File: config.mk
export PLATFORM = sky130hd
export DESIGN_NAME = seq_nr_divider
export DESIGN_NICKNAME = d
export VERILOG_FILES = /design/src/rtl/nrdiv_pkg.sv /design/src/rtl/nrdiv_addsub.sv /design/src/rtl/nrdiv_ctrl.sv /design/src/rtl/nrdiv_datapath.sv /design/src/rtl/seq_nr_divider.sv
export SDC_FILE = /design/constraint.sdc
export NUM_CORES = 1
export LEC_CHECK = 0
export BUFFER_PORTS_ARGS = -buffer_cell sky130_fd_sc_hd__buf_4
export CAP_MARGIN = 10
export CELL_PAD_IN_SITES_DETAIL_PLACEMENT = 1
export CELL_PAD_IN_SITES_GLOBAL_PLACEMENT = 1
export CORE_MARGIN = 5
export CORE_UTILIZATION = 45
export CTS_CLUSTER_DIAMETER = 200
export CTS_CLUSTER_SIZE = 8
export DETAILED_ROUTE_END_ITERATION = 8
export PLACE_DENSITY_LB_ADDON = 0.1
export SLEW_MARGIN = 20
export SYNTH_ARGS = -nofsm -noshare
export SYNTH_HDL_FRONTEND = slang
export SYNTH_SLANG_ARGS = --single-unit
File: constraint.sdc
create_clock -name clk -period 9 [get_ports clk]
set_clock_uncertainty 0.1 [all_clocks]
set_input_delay 2.25 -clock clk [delete_from_list [all_inputs] [get_ports clk]]
set_output_delay 2.25 -clock clk [all_outputs]
set_load 0.05 [all_outputs]
File: src/rtl/nrdiv_pkg.sv
package nrdiv_pkg;

    localparam int DEF_WIDTH = 4;

    typedef enum logic [1:0] {
        ST_IDLE,
        ST_ITER,
        ST_FIX
    } nrdiv_state_t;

    typedef enum logic [1:0] {
        OP_HOLD,
        OP_LOAD,
        OP_STEP,
        OP_FIX
    } nrdiv_op_t;

    function automatic int step_cnt_bits(input int n);
        return (n < 2) ? 1 : $clog2(n + 1);
    endfunction

endpackage

File: src/rtl/nrdiv_addsub.sv
module nrdiv_addsub #(
    parameter int BITS = 5
) (
    input  logic [BITS-1:0] x,
    input  logic [BITS-1:0] y,
    input  logic            sub,
    output logic [BITS-1:0] sum
);
    logic [BITS:0]   carry;
    logic [BITS-1:0] y_eff;

    assign carry[0] = sub;
    assign y_eff    = y ^ {BITS{sub}};

    for (genvar i = 0; i < BITS; i++) begin : g_bit
        assign sum[i]     = x[i] ^ y_eff[i] ^ carry[i];
        assign carry[i+1] = (x[i] & y_eff[i]) | (carry[i] & (x[i] ^ y_eff[i]));
    end
endmodule

File: src/rtl/nrdiv_ctrl.sv
module nrdiv_ctrl
    import nrdiv_pkg::*;
#(
    parameter int WIDTH = DEF_WIDTH
) (
    input  logic      clk,
    input  logic      rst,
    input  logic      start,
    output nrdiv_op_t op,
    output logic      busy,
    output logic      ready
);
    localparam int CW = step_cnt_bits(WIDTH);
    localparam logic [CW-1:0] LAST_STEP = CW'(WIDTH - 1);

    nrdiv_state_t state_q, state_d;
    logic [CW-1:0] cnt_q, cnt_d;
    logic          ready_q, ready_d;

    always_comb begin
        state_d = state_q;
        cnt_d   = cnt_q;
        ready_d = ready_q;
        op      = OP_HOLD;
        unique case (state_q)
            ST_IDLE: begin
                if (start) begin
                    op      = OP_LOAD;
                    state_d = ST_ITER;
                    cnt_d   = '0;
                    ready_d = 1'b0;
                end
            end
            ST_ITER: begin
                op    = OP_STEP;
                cnt_d = cnt_q + 1'b1;
                if (cnt_q == LAST_STEP) begin
                    state_d = ST_FIX;
                end
            end
            ST_FIX: begin
                op      = OP_FIX;
                state_d = ST_IDLE;
                ready_d = 1'b1;
            end
            default: state_d = ST_IDLE;
        endcase
    end

    always_ff @(posedge clk) begin
        if (rst) begin
            state_q <= ST_IDLE;
            cnt_q   <= '0;
            ready_q <= 1'b0;
        end else begin
            state_q <= state_d;
            cnt_q   <= cnt_d;
            ready_q <= ready_d;
        end
    end

    assign busy  = (state_q != ST_IDLE);
    assign ready = ready_q;
endmodule

File: src/rtl/nrdiv_datapath.sv
module nrdiv_datapath
    import nrdiv_pkg::*;
#(
    parameter int WIDTH = DEF_WIDTH
) (
    input  logic             clk,
    input  logic             rst,
    input  nrdiv_op_t        op,
    input  logic [WIDTH-1:0] dividend,
    input  logic [WIDTH-1:0] divisor,
    output logic [WIDTH-1:0] quot,
    output logic [WIDTH-1:0] rem,
    output logic [WIDTH-1:0] div_held
);
    localparam int AW = WIDTH + 1;

    logic [AW-1:0]    part_q;
    logic [WIDTH-1:0] qreg_q;
    logic [AW-1:0]    dvsr_q;

    logic [AW-1:0]    shifted;
    logic [AW-1:0]    add_x;
    logic             add_sub;
    logic [AW-1:0]    add_out;
    logic [WIDTH:0]   q_next;

    // The sign before the shift picks subtract (non-negative) or add (negative).
    assign shifted = {part_q[WIDTH-1:0], qreg_q[WIDTH-1]};
    assign add_x   = (op == OP_FIX) ? part_q : shifted;
    assign add_sub = (op == OP_STEP) && !part_q[WIDTH];
    assign q_next  = {qreg_q, ~add_out[WIDTH]};

    nrdiv_addsub #(.BITS(AW)) u_addsub (
        .x   (add_x),
        .y   (dvsr_q),
        .sub (add_sub),
        .sum (add_out)
    );

    always_ff @(posedge clk) begin
        if (rst) begin
            part_q <= '0;
            qreg_q <= '0;
            dvsr_q <= '0;
        end else begin
            unique case (op)
                OP_LOAD: begin
                    part_q <= '0;
                    qreg_q <= dividend;
                    dvsr_q <= {1'b0, divisor};
                end
                OP_STEP: begin
                    part_q <= add_out;
                    qreg_q <= q_next[WIDTH-1:0];
                end
                OP_FIX: begin
                    if (part_q[WIDTH]) begin
                        part_q <= add_out;
                    end
                end
                default: ;
            endcase
        end
    end

    assign quot     = qreg_q;
    assign rem      = part_q[WIDTH-1:0];
    assign div_held = dvsr_q[WIDTH-1:0];
endmodule

File: src/rtl/seq_nr_divider.sv
module seq_nr_divider
    import nrdiv_pkg::*;
#(
    parameter int WIDTH = DEF_WIDTH
) (
    input  logic             clk,
    input  logic             rst,
    input  logic             start,
    input  logic [WIDTH-1:0] dividend,
    input  logic [WIDTH-1:0] divisor,
    output logic             busy,
    output logic             ready,
    output logic [WIDTH-1:0] quotient,
    output logic [WIDTH-1:0] remainder
);
    nrdiv_op_t        op;
    logic [WIDTH-1:0] m_val;

    nrdiv_ctrl #(.WIDTH(WIDTH)) u_ctrl (
        .clk   (clk),
        .rst   (rst),
        .start (start),
        .op    (op),
        .busy  (busy),
        .ready (ready)
    );

    nrdiv_datapath #(.WIDTH(WIDTH)) u_dp (
        .clk      (clk),
        .rst      (rst),
        .op       (op),
        .dividend (dividend),
        .divisor  (divisor),
        .quot     (quotient),
        .rem      (remainder),
        .div_held (m_val)
    );
endmodule

==> results.toml <==
[status]
outcome = "completed"

[yosys]
ys.flop_type = "dfxtp_1"
syn_inst = 136
synth_area_per_cell_um2 = 9.04
synth_nets = 156
ys_warn_count = 0
syn_area_um2 = 1230
synth_seq_cells = 19
synth_cell_types = 42
synth-async-reset-ratio_pct = 0
synth_edf_count = 0
ys_seq_area_share_pct = 30.9

[cells_and_area]
num-nets-final = 172
drive_gt1_share_pct = 27.2
post-route-cell-area_um2 = 1390
fill_cells = 340
seq_area_um2 = 380
n_antenna_cell = 0
multi_input_area_um2 = 754
area_growth_pct = 12.8

[cts]
clk_pin_slew_ps = 120
cts-buffers-inserted = 3
cts.sink_count = 19
root_buffer = "clkbuf_4"
tritoncts = "yes"
h-tree-depth = 1
clock_latency_ps = 310
post-cts-setup-buffers = 0
post_cts_resized = 0
cts.hold.buffers_added = 0
clock_path_buffers = 2

[worst_setup_path]
critPathLaunch = "u_ctrl.state_q[1]$_SDFFE_PP0P_"
rr_worst_depth = 11
critPathMaxFanout = 5
critPathLaunchType = "flop"
r2r_slack_ps = 5770
timing.rr.end = "u_dp.part_q[3]$_SDFFE_PP0P_"
crit_path_end = "busy"
end_kind = "output port"
path_class = "reg2out"
cp.required_ps = 6650
worstPathArrival_ps = 1420
r2r-start = "u_ctrl.state_q[0]$_SDFFE_PP0P_"

[power]
power_density_nw_per_um2 = 146
p_leak_nw = 0.550
p_total_mw = 0.203
peakVddDrop_uv = 113

[timing]
worstMarginPinSlew_ps = 634
fin_setup_tns_ps = 0
rsz0062_at_grt = "false"
setup_viol = 0
relSlewSlack_pct = 57.7
hold_slack_ps = 378
hold_violations = 0
min_period_ps = 3770
fin_crit_sh_pct = 41.9
report.final.slew_viol_count = 0
fmaxAchievable_mhz = 265

[grt]
grt_pass1_vias = 1092
grt_max_degree = 21
grt_pass1_wl_um = 5040
grt_overflow = 0
antenna_found_initial = 0
grt_usage_pct = 15.4

[floorplan]
die_area_um2 = 3880
start_util_pct = 45.8
fp.dieW_um = 62.3
core.rowCount = 19
coreArea_um2 = 2690
io_pins = 21
die_h_um = 62.3

[place]
placed_area_um2 = 1360
port_buffers = 20
place_congestion = 0.825
dpl.hpwl_um = 2140

[routing]
via_count = 1001
routed_wl_um = 2720
drc = 0
wl_per_cell_um = 14.9
firstDrtPassIters = 4
vias_per_cell = 5.50
drt_iter0_drc = 41
ant_nets = 0

[min_path]
worstHoldPathType = "reg2reg"

[run]
maxCapViolCount = 0
## power breakdown
part	total [mW]	switching (mW)	internal (mW)
logic	0.0626	0.0393	0.0233
registers	0.0931	0.00423	0.0889
clock network	0.0473	0.0303	0.0170
## registers in the layout, indices dropped and copies added (netlist names)
name	cells
u_ctrl.cnt_q	3
u_ctrl.state_q	2
u_dp.dvsr_q	4
u_dp.quot	4
u_dp.part_q	5
u_ctrl.ready	1
## cells by family (layout without fill, tap and decap cells)
family / Yosys count / after routing / synth area share (%)
AOI/OAI and AO/OA: 37 / 37 / 22.3
xor gates and xnor gates: 7 / 7 / 4.98
buffers and inverters: 18 / 33 / 7.73
adders and majority gates: 9 / 9 / 11.0
muxes: 4 / 4 / 3.56
and+or+nand+nor: 42 / 42 / 19.5
DFF: 19 / 19 / 30.9
## metal layers
layer | track usage (%) | share of wire (%) | routed length, µm | vias to the layer above
met2 | 25.4 | 48 | 1320 | 19
li1 | - | - | - | 499
met3 | 4.68 | 4.5 | 123 | 2
met5 | 0 | 0 | 0 | -
met1 | 19.9 | 46 | 1260 | 481
met4 | 3.18 | 0.74 | 20 | 0
## per-stage QoR
stage	setup WS [ps]	utilization [%]	cells
floorplan	5610	-	136
global placement	5660	50.5	178
detailed placement	5590	50.5	178
CTS	5210	51.7	182
global route	5120	51.7	182
finish	5230	51.7	182
## layout make-up
class	count	area share [%]
Tap cell	31	2.80
Clock inverter	1	0.541
Timing Repair Buffer	20	10.8
Multi-Input combinational cell	99	54.4
Inverter	9	2.43
Clock buffer	3	1.62
Sequential cell	19	27.4
## cell usage after synthesis, types with 2 or more instances
| cell | number | area share [%] |
|---|---|---|
| xor2_1 | 3 | 2.1 |
| nor3_1 | 2 | 0.81 |
| nand4_1 | 4 | 2.0 |
| mux2_2 | 3 | 2.7 |
| ha_1 | 6 | 6.1 |
| buf_4 | 5 | 3.1 |
| inv_1 | 9 | 2.7 |
| nand2_1 | 16 | 4.9 |
| a21oi_1 | 17 | 6.9 |
| nand2b_1 | 3 | 1.5 |
| o21ai_1 | 5 | 2.0 |
| clkbuf_1 | 2 | 0.61 |
| xnor2_1 | 4 | 2.8 |
| a21o_1 | 2 | 1.2 |
| fa_1 | 3 | 4.9 |
| a221oi_2 | 4 | 4.9 |
| dfxtp_1 | 19 | 31 |
| nor2_1 | 5 | 1.5 |
## worst min path at each step
stage	from	endpoint	slack, ps	cells past startpoint
global route	u_dp.dvsr_q[1]$_SDFFE_PP0N_	u_dp.dvsr_q[1]$_SDFFE_PP0N_	410	2
CTS	u_dp.dvsr_q[3]$_SDFFE_PP0N_	u_dp.dvsr_q[3]$_SDFFE_PP0N_	380	2
global placement	u_dp.dvsr_q[3]$_SDFFE_PP0N_	u_dp.dvsr_q[3]$_SDFFE_PP0N_	360	2
floorplan	u_ctrl.cnt_q[0]$_SDFFE_PP0P_	u_ctrl.cnt_q[0]$_SDFFE_PP0P_	340	2
finish	u_dp.dvsr_q[3]$_SDFFE_PP0N_	u_dp.dvsr_q[3]$_SDFFE_PP0N_	380	2
detailed placement	u_dp.dvsr_q[3]$_SDFFE_PP0N_	u_dp.dvsr_q[3]$_SDFFE_PP0N_	360	2
## cell usage in the layout (no fill, tap or decap), types with 3 or more instances in the layout
master	instances
buf_4	20
dfxtp_1	19
a21oi_1	17
nand2_1	16
inv_1	9
ha_1	6
nor2_1	5
o21ai_1	5
xnor2_1	4
nand4_1	4
a221oi_2	4
xor2_1	3
mux2_2	3
nand2b_1	3
fa_1	3
clkbuf_4	3
## critical path: stages (launching register included)
cell and delay [ps]:
dfxtp_1 420, inv_1 110, ha_1 270, inv_1 100, buf_4 200
Power figures use the tool's default switching activity.
